### src/rtl/tape_regs_pkg.sv
package tape_regs_pkg;

  localparam int DW     = 16;
  localparam int UNIT_W = 3;
  localparam int US_W   = 7;
  localparam int FE_W   = 6;

  typedef enum logic [2:0] {
    SEL_STAT  = 3'd0,
    SEL_CMD   = 3'd1,
    SEL_COUNT = 3'd2,
    SEL_ADDR  = 3'd3,
    SEL_DBUF  = 3'd4,
    SEL_LINES = 3'd5
  } reg_sel_e;

  // command word bit positions
  localparam int C_GO   = 0;
  localparam int C_FN   = 1;
  localparam int C_EA   = 4;
  localparam int C_IE   = 6;
  localparam int C_DONE = 7;
  localparam int C_UNIT = 8;
  localparam int C_INIT = 12;
  localparam int C_ERR  = 15;
  localparam logic [DW-1:0] CMD_RW_MASK = 16'h6F7E;

  // status word bit positions
  localparam int S_ILL = 15;
  localparam int S_EOF = 14;
  localparam int S_CRC = 13;
  localparam int S_PAR = 12;
  localparam int S_DLT = 11;
  localparam int S_EOT = 10;
  localparam int S_RLE = 9;
  localparam int S_BAD = 8;
  localparam int S_NXM = 7;
  localparam int S_ONL = 6;
  localparam int S_BOT = 5;
  localparam int S_WLK = 2;
  localparam int S_REW = 1;
  localparam int S_TUR = 0;
  localparam logic [DW-1:0] ERR_FLAG_MASK = 16'hFF80;

  // per-unit status slice positions
  localparam int U_EOF  = 0;
  localparam int U_EOT  = 1;
  localparam int U_ONL  = 2;
  localparam int U_BOT  = 3;
  localparam int U_WLK  = 4;
  localparam int U_REW  = 5;
  localparam int U_BUSY = 6;

  // finish error positions
  localparam int F_CRC = 0;
  localparam int F_PAR = 1;
  localparam int F_DLT = 2;
  localparam int F_RLE = 3;
  localparam int F_BAD = 4;
  localparam int F_NXM = 5;

  function automatic logic [DW-1:0] lane_merge(input logic [DW-1:0] old_v,
                                               input logic [DW-1:0] new_v,
                                               input logic          is_byte,
                                               input logic          odd);
    logic [DW-1:0] r;
    if (!is_byte)  r = new_v;
    else if (odd)  r = {new_v[7:0], old_v[7:0]};
    else           r = {old_v[DW-1:8], new_v[7:0]};
    return r;
  endfunction

endpackage

### src/rtl/tape_cmd_reg.sv
module tape_cmd_reg
  import tape_regs_pkg::*;
(
  input  logic          clk,
  input  logic          rst_n,
  input  logic          wr_i,
  input  logic [DW-1:0] wdata_i,
  input  logic          err_i,
  input  logic          fin_i,
  output logic [DW-1:0] cmd_o,
  output logic          done_o,
  output logic          irq_o,
  output logic          start_o,
  output logic          init_o,
  output logic          go_o,
  output logic          refuse_o
);

  logic [DW-1:0] cmd_q, cmd_d;
  logic          done_q, done_d;
  logic          irq_q, irq_d;
  logic          start_q, start_d;
  logic          accept, reg_en;

  assign accept   = wr_i & done_q;
  assign init_o   = accept & wdata_i[C_INIT];
  assign go_o     = accept & ~wdata_i[C_INIT] & wdata_i[C_GO];
  assign refuse_o = wr_i & ~done_q;
  assign reg_en   = accept | fin_i | start_q;

  always_comb begin
    cmd_d   = cmd_q;
    done_d  = done_q;
    irq_d   = irq_q;
    start_d = 1'b0;
    if (init_o) begin
      cmd_d  = '0;
      done_d = 1'b1;
      irq_d  = 1'b0;
    end else if (accept) begin
      cmd_d = wdata_i & CMD_RW_MASK;
      if (!wdata_i[C_IE])
        irq_d = 1'b0;
      else if ((done_q | err_i) && !cmd_q[C_IE])
        irq_d = 1'b1;
      if (go_o) begin
        done_d  = 1'b0;
        irq_d   = 1'b0;
        start_d = 1'b1;
      end
    end else if (fin_i && !done_q) begin
      done_d = 1'b1;
      if (cmd_q[C_IE]) irq_d = 1'b1;
    end
  end

  always_ff @(posedge clk or negedge rst_n) begin
    if (!rst_n) begin
      cmd_q   <= '0;
      done_q  <= 1'b1;
      irq_q   <= 1'b0;
      start_q <= 1'b0;
    end else if (reg_en) begin
      cmd_q   <= cmd_d;
      done_q  <= done_d;
      irq_q   <= irq_d;
      start_q <= start_d;
    end
  end

  assign cmd_o   = cmd_q;
  assign done_o  = done_q;
  assign irq_o   = irq_q;
  assign start_o = start_q;

endmodule

### src/rtl/tape_status.sv
module tape_status
  import tape_regs_pkg::*;
#(
  parameter int NUM_UNITS = 8
) (
  input  logic                   clk,
  input  logic                   rst_n,
  input  logic                   clr_i,
  input  logic                   set_ill_i,
  input  logic                   fin_i,
  input  logic [FE_W-1:0]        fin_err_i,
  input  logic [UNIT_W-1:0]      unit_sel_i,
  input  logic [NUM_UNITS*US_W-1:0] unit_stat_i,
  output logic [DW-1:0]          stat_o,
  output logic                   err_o
);

  localparam int SLOTS = 1 << UNIT_W;

  logic [US_W-1:0] slot_a [SLOTS];
  logic [US_W-1:0] cur;
  logic            ill_q, ill_d;
  logic [FE_W-1:0] fe_q, fe_d;
  logic            upd_en;

  for (genvar g = 0; g < SLOTS; g++) begin : g_slot
    if (g < NUM_UNITS) begin : g_present
      assign slot_a[g] = unit_stat_i[g*US_W +: US_W];
    end else begin : g_absent
      assign slot_a[g] = '0;
    end
  end

  assign cur    = slot_a[unit_sel_i];
  assign upd_en = clr_i | set_ill_i | fin_i;

  always_comb begin
    ill_d = clr_i ? 1'b0 : ill_q;
    fe_d  = clr_i ? '0   : fe_q;
    if (set_ill_i) ill_d = 1'b1;
    if (fin_i)     fe_d  = fe_d | fin_err_i;
  end

  always_ff @(posedge clk or negedge rst_n) begin
    if (!rst_n) begin
      ill_q <= 1'b0;
      fe_q  <= '0;
    end else if (upd_en) begin
      ill_q <= ill_d;
      fe_q  <= fe_d;
    end
  end

  always_comb begin
    stat_o        = '0;
    stat_o[S_ILL] = ill_q;
    stat_o[S_EOF] = cur[U_EOF];
    stat_o[S_CRC] = fe_q[F_CRC];
    stat_o[S_PAR] = fe_q[F_PAR];
    stat_o[S_DLT] = fe_q[F_DLT];
    stat_o[S_EOT] = cur[U_EOT];
    stat_o[S_RLE] = fe_q[F_RLE];
    stat_o[S_BAD] = fe_q[F_BAD];
    stat_o[S_NXM] = fe_q[F_NXM];
    stat_o[S_ONL] = cur[U_ONL];
    stat_o[S_BOT] = cur[U_BOT];
    stat_o[S_WLK] = cur[U_WLK];
    stat_o[S_REW] = cur[U_REW];
    stat_o[S_TUR] = ~cur[U_BUSY];
  end

  assign err_o = |(stat_o & ERR_FLAG_MASK);

endmodule

### src/rtl/tape_aux_regs.sv
module tape_aux_regs
  import tape_regs_pkg::*;
(
  input  logic          clk,
  input  logic          rst_n,
  input  logic          init_i,
  input  logic          wr_count_i,
  input  logic          wr_addr_i,
  input  logic          wr_dbuf_i,
  input  logic          rd_lines_i,
  input  logic [DW-1:0] count_wd_i,
  input  logic [DW-1:0] addr_wd_i,
  input  logic [7:0]    dbuf_wd_i,
  output logic [DW-1:0] count_o,
  output logic [DW-1:0] addr_o,
  output logic [7:0]    dbuf_o,
  output logic          lines_o
);

  logic [DW-1:0] count_q, count_d;
  logic [DW-1:0] addr_q, addr_d;
  logic [7:0]    dbuf_q, dbuf_d;
  logic          lines_q, lines_d;
  logic          count_en, addr_en, dbuf_en, lines_en;

  assign count_en = init_i | wr_count_i;
  assign addr_en  = init_i | wr_addr_i;
  assign dbuf_en  = init_i | wr_dbuf_i;
  assign lines_en = init_i | rd_lines_i;

  always_comb begin
    count_d = init_i ? '0   : count_wd_i;
    addr_d  = init_i ? '0   : addr_wd_i;
    dbuf_d  = init_i ? '0   : dbuf_wd_i;
    lines_d = init_i ? 1'b0 : ~lines_q;
  end

  always_ff @(posedge clk or negedge rst_n) begin
    if (!rst_n) begin
      count_q <= '0;
      addr_q  <= '0;
      dbuf_q  <= '0;
      lines_q <= 1'b0;
    end else begin
      if (count_en) count_q <= count_d;
      if (addr_en)  addr_q  <= addr_d;
      if (dbuf_en)  dbuf_q  <= dbuf_d;
      if (lines_en) lines_q <= lines_d;
    end
  end

  assign count_o = count_q;
  assign addr_o  = addr_q;
  assign dbuf_o  = dbuf_q;
  assign lines_o = lines_q;

endmodule

### src/rtl/tape_regfile.sv
module tape_regfile
  import tape_regs_pkg::*;
#(
  parameter int NUM_UNITS = 8
) (
  input  logic                      clk,
  input  logic                      rst_n,
  input  logic                      bus_req_i,
  input  logic                      bus_we_i,
  input  logic                      bus_byte_i,
  input  logic [3:0]                bus_addr_i,
  input  logic [15:0]               bus_wdata_i,
  output logic [15:0]               bus_rdata_o,
  input  logic [NUM_UNITS*7-1:0]    unit_stat_i,
  input  logic                      fin_i,
  input  logic [5:0]                fin_err_i,
  input  logic                      fin_ill_i,
  output logic                      start_o,
  output logic [2:0]                start_func_o,
  output logic [2:0]                start_unit_o,
  output logic [17:0]               xfer_addr_o,
  output logic [15:0]               xfer_count_o,
  output logic                      irq_o
);

  logic          rst_meta, rst_sync;
  logic [2:0]    sel;
  logic          odd, wr_any, rd_any;
  logic          wr_cmd, wr_count, wr_addr, wr_dbuf, rd_lines;
  logic [DW-1:0] cmd_q, cmd_view, stat_view, cmd_wd;
  logic [DW-1:0] count_q, addr_q, count_wd, addr_wd;
  logic [7:0]    dbuf_q;
  logic          lines_q, lines_now;
  logic          done, irq, init_p, go_p, refuse_p, err_live, fin_take;
  logic          dbuf_keep;

  // asynchronous assertion, synchronous release
  always_ff @(posedge clk or negedge rst_n) begin
    if (!rst_n) begin
      rst_meta <= 1'b0;
      rst_sync <= 1'b0;
    end else begin
      rst_meta <= 1'b1;
      rst_sync <= rst_meta;
    end
  end

  assign sel      = bus_addr_i[3:1];
  assign odd      = bus_addr_i[0];
  assign wr_any   = bus_req_i & bus_we_i;
  assign rd_any   = bus_req_i & ~bus_we_i;
  assign wr_cmd   = wr_any & (sel == SEL_CMD);
  assign wr_count = wr_any & (sel == SEL_COUNT);
  assign wr_addr  = wr_any & (sel == SEL_ADDR);
  assign dbuf_keep = bus_byte_i & odd;
  assign wr_dbuf  = wr_any & (sel == SEL_DBUF) & ~dbuf_keep;
  assign rd_lines = rd_any & (sel == SEL_LINES);

  always_comb begin
    cmd_view        = cmd_q;
    cmd_view[C_DONE] = done;
    cmd_view[C_ERR]  = err_live;
  end

  assign cmd_wd   = lane_merge(cmd_view, bus_wdata_i, bus_byte_i, odd);
  assign count_wd = lane_merge(count_q, bus_wdata_i, bus_byte_i, odd);
  assign addr_wd  = lane_merge(addr_q, bus_wdata_i, bus_byte_i, odd);
  assign fin_take = fin_i & ~done;

  tape_cmd_reg u_cmd (
    .clk      (clk),
    .rst_n    (rst_sync),
    .wr_i     (wr_cmd),
    .wdata_i  (cmd_wd),
    .err_i    (err_live),
    .fin_i    (fin_i),
    .cmd_o    (cmd_q),
    .done_o   (done),
    .irq_o    (irq),
    .start_o  (start_o),
    .init_o   (init_p),
    .go_o     (go_p),
    .refuse_o (refuse_p)
  );

  tape_status #(.NUM_UNITS(NUM_UNITS)) u_stat (
    .clk         (clk),
    .rst_n       (rst_sync),
    .clr_i       (init_p | go_p),
    .set_ill_i   (refuse_p | (fin_take & fin_ill_i)),
    .fin_i       (fin_take),
    .fin_err_i   (fin_err_i),
    .unit_sel_i  (cmd_q[C_UNIT +: UNIT_W]),
    .unit_stat_i (unit_stat_i),
    .stat_o      (stat_view),
    .err_o       (err_live)
  );

  tape_aux_regs u_aux (
    .clk        (clk),
    .rst_n      (rst_sync),
    .init_i     (init_p),
    .wr_count_i (wr_count),
    .wr_addr_i  (wr_addr),
    .wr_dbuf_i  (wr_dbuf),
    .rd_lines_i (rd_lines),
    .count_wd_i (count_wd),
    .addr_wd_i  (addr_wd),
    .dbuf_wd_i  (bus_wdata_i[7:0]),
    .count_o    (count_q),
    .addr_o     (addr_q),
    .dbuf_o     (dbuf_q),
    .lines_o    (lines_q)
  );

  assign lines_now = ~lines_q;

  always_comb begin
    unique case (sel)
      SEL_STAT:  bus_rdata_o = stat_view;
      SEL_CMD:   bus_rdata_o = cmd_view;
      SEL_COUNT: bus_rdata_o = count_q;
      SEL_ADDR:  bus_rdata_o = addr_q;
      SEL_DBUF:  bus_rdata_o = {8'h00, dbuf_q};
      SEL_LINES: bus_rdata_o = {lines_now, 15'h0000};
      default:   bus_rdata_o = '0;
    endcase
  end

  assign start_func_o = cmd_q[C_FN +: 3];
  assign start_unit_o = cmd_q[C_UNIT +: UNIT_W];
  assign xfer_addr_o  = {cmd_q[C_EA +: 2], addr_q};
  assign xfer_count_o = count_q;
  assign irq_o        = irq;

endmodule

### config.mk
export PLATFORM = sky130hd
export DESIGN_NAME = tape_regfile
export DESIGN_NICKNAME = d
export VERILOG_FILES = /design/src/rtl/tape_regs_pkg.sv /design/src/rtl/tape_cmd_reg.sv /design/src/rtl/tape_status.sv /design/src/rtl/tape_aux_regs.sv /design/src/rtl/tape_regfile.sv
export SDC_FILE = /design/constraint.sdc
export NUM_CORES = 1
export LEC_CHECK = 0
export CORE_ASPECT_RATIO = 1.25
export CORE_MARGIN = 2
export CORE_UTILIZATION = 40
export CTS_BUF_LIST = sky130_fd_sc_hd__clkbuf_4
export DETAILED_ROUTE_END_ITERATION = 10
export DONT_BUFFER_PORTS = 1
export PLACE_DENSITY_LB_ADDON = 0.15
export SETUP_SLACK_MARGIN = 0.4
export SYNTH_ARGS = -nofsm -noshare
export SYNTH_HDL_FRONTEND = slang
export SYNTH_SLANG_ARGS = --single-unit
### constraint.sdc
create_clock -name clk -period 2.94 [get_ports clk]
set_clock_uncertainty 0.05 [all_clocks]
set_input_delay 0.588 -clock clk [delete_from_list [all_inputs] [get_ports clk]]
set_output_delay 0.588 -clock clk [all_outputs]
set_load 0.02 [all_outputs]
==> impl_metrics.xml <==
<?xml version="1.0" encoding="UTF-8"?>
<metrics>
  <group name="timing">
    <metric name="final-hold-violation-count" unit="">0</metric>
    <metric name="timing.final.setup_violations" unit="">0</metric>
    <metric name="final_max_slew_viol_count" unit="">0</metric>
    <metric name="rsz0062_at_grt" unit="">yes</metric>
    <metric name="tightestPinTransition" unit="ps">683</metric>
    <metric name="finalWorstPathRequiredPeriod" unit="ps">2860</metric>
    <metric name="final.setup.tns" unit="ps">0</metric>
    <metric name="fmax" unit="MHz">349</metric>
    <metric name="slew-limit-headroom" unit="%">54.2</metric>
    <metric name="holdWs" unit="ps">163</metric>
    <metric name="min_period_over_period" unit="%">97.4</metric>
  </group>
  <group name="synthesis">
    <metric name="ys_seq_elements" unit="">65</metric>
    <metric name="share_of_the_synthesized_area_in_the_top_cell_type" unit="%">41.7</metric>
    <metric name="synth_enable_flop_cells" unit="">0</metric>
    <metric name="ys_top_cells_by_count" unit="">64 x sky130_fd_sc_hd__dfrtp_1, 40 x sky130_fd_sc_hd__mux2_2, 26 x sky130_fd_sc_hd__mux2i_1, 21 x sky130_fd_sc_hd__nor2_1, 18 x sky130_fd_sc_hd__mux4_2</metric>
    <metric name="netlist_area" unit="µm²">3840</metric>
    <metric name="async_flop_share" unit="%">100</metric>
    <metric name="synth_seq_area_share" unit="%">42.4</metric>
    <metric name="postSynthAreaPerCell" unit="µm²">11.6</metric>
    <metric name="biggest_area_contributors_in_the_synthesized_netlist" unit="">sky130_fd_sc_hd__dfrtp_1 42%, sky130_fd_sc_hd__mux2_2 12%, sky130_fd_sc_hd__mux4_2 11%</metric>
    <metric name="synthesized_instance_count" unit="">332</metric>
    <metric name="synthesized_net_count" unit="">421</metric>
    <metric name="synthesis.yosys.warnings" unit="">0</metric>
    <metric name="synth_ff_type" unit="">sky130_fd_sc_hd__dfrtp_1</metric>
    <metric name="yosys.cell_types.count" unit="">47</metric>
    <metric name="yosys.area.top_type" unit="">sky130_fd_sc_hd__dfrtp_1</metric>
    <metric name="yosys.cell_count.top_type" unit="">sky130_fd_sc_hd__dfrtp_1</metric>
  </group>
  <group name="power_and_ir_drop">
    <metric name="leakage" unit="nW">1.91</metric>
    <metric name="power_density" unit="nW/µm²">671</metric>
    <metric name="post-layout-total-power" unit="mW">2.93</metric>
    <metric name="worst_ir_drop_vdd" unit="mV">0.306</metric>
  </group>
  <group name="placement">
    <metric name="placed_area" unit="µm²">4030</metric>
    <metric name="routabilityCongestion" unit="">0.816</metric>
    <metric name="dpl.hpwl" unit="mm">8.19</metric>
    <metric name="placement.io_buffers" unit="">0</metric>
  </group>
  <group name="cells_and_area">
    <metric name="design.final.nets" unit="">430</metric>
    <metric name="syn_to_final_growth" unit="%">13.6</metric>
    <metric name="final_layout_size_suffix_gt1_share" unit="%">35.5</metric>
    <metric name="finalInstanceArea" unit="µm²">4370</metric>
  </group>
  <group name="cts">
    <metric name="clock_insertion_delay_worst_skew" unit="ps">410</metric>
    <metric name="clockRootBuffer" unit="">sky130_fd_sc_hd__clkbuf_4</metric>
    <metric name="cts_tree" unit="">done</metric>
    <metric name="cts_made_buffers" unit="">9</metric>
    <metric name="path_clk_slew" unit="ps">120</metric>
    <metric name="cts-htree-levels" unit="">3</metric>
    <metric name="cts_sinks" unit="">65</metric>
    <metric name="clock_path_buffers" unit="">2</metric>
  </group>
  <group name="global_route">
    <metric name="wire_length_of_the_first_global_routing_pass" unit="mm">17.3</metric>
    <metric name="globalRouteTotalUtil" unit="%">22.2</metric>
    <metric name="antenna_found_initial" unit="">2</metric>
    <metric name="grt_max_degree" unit="">37</metric>
    <metric name="grt_overflow_total" unit="">0</metric>
    <metric name="grt_pass1_vias" unit="">2915</metric>
  </group>
  <group name="setup_path">
    <metric name="crit_type" unit="">flop to primary output</metric>
    <metric name="cpPeakStageDelay" unit="ps">520</metric>
    <metric name="setup.worst_path.end_class" unit="">primary output</metric>
    <metric name="timing.critical_path.arrival" unit="ps">2230</metric>
    <metric name="cp_cell_sequence" unit="">buf_12 -&gt; mux4_2 -&gt; mux2_4 -&gt; nand2_4 -&gt; o221ai_2 -&gt; buf_4</metric>
    <metric name="crit_path_launch_type" unit="">flop</metric>
    <metric name="slowest_stage_cell_crit_path" unit="">sky130_fd_sc_hd__dfrtp_2</metric>
    <metric name="timing.reg2reg.setup_slack" unit="ps">830</metric>
    <metric name="timing.critical_path.fanout_max" unit="">8</metric>
    <metric name="worstPathRequired" unit="ps">2300</metric>
  </group>
  <group name="route">
    <metric name="drt_iter0_markers" unit="">131</metric>
    <metric name="detail_route.wirelength" unit="mm">11.4</metric>
    <metric name="dr_wl_met2" unit="mm">5.99</metric>
    <metric name="detail_route.wl_per_cell" unit="µm">24.1</metric>
    <metric name="routed-via-count" unit="">2803</metric>
    <metric name="routed.top_layer" unit="">met5</metric>
    <metric name="drt.antenna.violating_nets" unit="">0</metric>
    <metric name="post_drt_via_cell_ratio" unit="">5.93</metric>
    <metric name="drc" unit="">0</metric>
    <metric name="drt-met1-wl" unit="mm">4.62</metric>
    <metric name="firstDrtPassIters" unit="">4</metric>
    <metric name="met3_wire_len" unit="µm">614</metric>
  </group>
  <group name="floorplan">
    <metric name="dieHeight" unit="µm">114</metric>
    <metric name="die_w" unit="µm">91.7</metric>
    <metric name="die_area" unit="µm²">10400</metric>
    <metric name="floorplan.initialDensity" unit="%">40.6</metric>
    <metric name="core_area" unit="µm²">9460</metric>
    <metric name="num_io_pins" unit="">147</metric>
    <metric name="std_cell_rows" unit="">40</metric>
  </group>
  <group name="flow_run">
    <metric name="cap_viol_max_count" unit="">0</metric>
  </group>
  <group name="min_path">
    <metric name="hold_path.class" unit="">input port to flop</metric>
  </group>
  <group name="status">
    <metric name="status" unit="">completed</metric>
  </group>
</metrics>
[sequential cells by signal, summed over array words and instances, names as in the netlist, 6 cells and up]
register and flops:
u_stat.fe_q 6, u_cmd.cmd_o 12, u_aux.dbuf_o 8, u_aux.count_o 16
u_aux.addr_o 16
[cell usage in the layout, fill, tap and decap left out, types with 2 or more instances in the layout]
cell type	synthesis	routed
sky130_fd_sc_hd__bufinv_16	0	2
sky130_fd_sc_hd__and3b_1	2	2
sky130_fd_sc_hd__a22o_1	12	12
sky130_fd_sc_hd__a31oi_1	2	2
sky130_fd_sc_hd__mux2i_4	0	2
sky130_fd_sc_hd__inv_1	8	8
sky130_fd_sc_hd__clkbuf_4	0	9
sky130_fd_sc_hd__nand2b_1	5	5
sky130_fd_sc_hd__nor2_1	21	21
sky130_fd_sc_hd__nand3_1	5	5
sky130_fd_sc_hd__a21oi_4	0	4
sky130_fd_sc_hd__buf_12	0	2
sky130_fd_sc_hd__o22ai_1	3	3
sky130_fd_sc_hd__buf_6	0	3
sky130_fd_sc_hd__clkinv_2	0	2
sky130_fd_sc_hd__o211ai_1	2	2
sky130_fd_sc_hd__nor3_1	3	3
sky130_fd_sc_hd__dfrtp_1	64	61
sky130_fd_sc_hd__clkinv_1	0	2
sky130_fd_sc_hd__o21ai_0	3	3
sky130_fd_sc_hd__and3_1	9	9
sky130_fd_sc_hd__dfrtp_2	0	3
sky130_fd_sc_hd__mux2_2	40	38
sky130_fd_sc_hd__o221ai_2	0	2
sky130_fd_sc_hd__a22oi_1	6	6
sky130_fd_sc_hd__mux2i_1	26	24
sky130_fd_sc_hd__mux2_4	0	2
sky130_fd_sc_hd__mux4_2	18	18
sky130_fd_sc_hd__buf_4	9	19
sky130_fd_sc_hd__a221o_1	3	3
sky130_fd_sc_hd__a211oi_2	0	2
sky130_fd_sc_hd__nand2_1	10	8
sky130_fd_sc_hd__nor2b_1	16	15
sky130_fd_sc_hd__and2_1	4	4
sky130_fd_sc_hd__o21a_1	2	2
sky130_fd_sc_hd__a21oi_1	16	12
sky130_fd_sc_hd__a21oi_2	2	2
[path summary, 6_finish.rpt]
kind / start / endpoint / depth (start not counted)
max in group asynchronous: rst_sync$_DFF_PN0_ / u_cmd.done_o$_DFFE_PN1P_ / 1
min in group asynchronous: rst_sync$_DFF_PN0_ / u_aux.count_o[4]$_DFFE_PN0P_ / 0
worst max-delay path: u_cmd.cmd_o[8]$_DFFE_PN0P_ / bus_rdata_o[1] / 6
worst min-delay path: bus_wdata_i[0] / u_cmd.done_o$_DFFE_PN1P_ / 1
worst max register to register: u_cmd.done_o$_DFFE_PN1P_ / u_aux.count_o[1]$_DFFE_PN0P_ / 4
worst min register to register: rst_sync$_DFF_PN0_ / u_aux.count_o[4]$_DFFE_PN0P_ / 0
[final cells by class]
type	instances	area, µm²
Multi-Input combinational cell	231	2160
Fill cell	895	5090
Sequential cell	65	1630
Antenna cell	1	2.50
Clock inverter	7	85.1
Inverter	8	30.0
Clock buffer	9	67.6
Tap cell	126	158
Timing Repair Buffer	26	231
[routing by layer]
metal | vias up | global-route usage, %
li1 | 1254 | -
met3 | 13 | 5.22
met5 | - | 0
met4 | 2 | 8.08
met2 | 78 | 37.1
met1 | 1456 | 28.1
[per-stage QoR]
| step | instances | utilization [%] | setup WS, ps |
|---|---|---|---|
| global placement | 450 | 42.6 | 242 |
| finish | 473 | 46.2 | 76.7 |
| global route | 473 | 46.2 | -54.6 |
| detailed placement | 450 | 42.6 | 229 |
| floorplan | 332 | - | 408 |
| CTS | 471 | 45.3 | 28.2 |
[critical path: cells and delay by family (launching register included)]
kind	cells	cell delay [ps]
AOI/OAI and AO/OA	1	80
and+or+nand+nor	1	80
DFF	1	520
muxes	2	790
buffers and inverters	2	340
[where the power goes]
| part | internal, mW | switching, mW | leakage, nW |
|---|---|---|---|
| Combinational | 0.446 | 0.319 | 1.00 |
| Sequential | 1.10 | 0.396 | 0.822 |
| Clock | 0.336 | 0.337 | 0.0808 |
| Total | 1.88 | 1.05 | 1.91 |
[timing repair]
| action | in CTS | in global routing |
|---|---|---|
| setup buffers | 4 | 1 |
| pin swaps | 1 | 2 |
| resized for setup | 18 | 12 |
| endpoints found under the setup margin | 9 | 9 |
| endpoints found under the hold margin | 2 | 0 |
| hold buffers | 1 | 0 |
[kinds of logic (layout without fill, tap and decap cells)]
kind of cell | count (synthesis) | count (layout) | synth area share, %
AO/OA/AOI/OAI | 62 | 62 | 12.1
XOR/XNOR | 1 | 1 | 0.228
buffers and inverters | 36 | 50 | 4.65
flip-flops | 65 | 65 | 42.4
multiplexers | 84 | 84 | 29.0
other | 1 | 2 | 0.0976
AND/OR/NAND/NOR | 83 | 83 | 11.6
(Power assumes the default switching activity.)
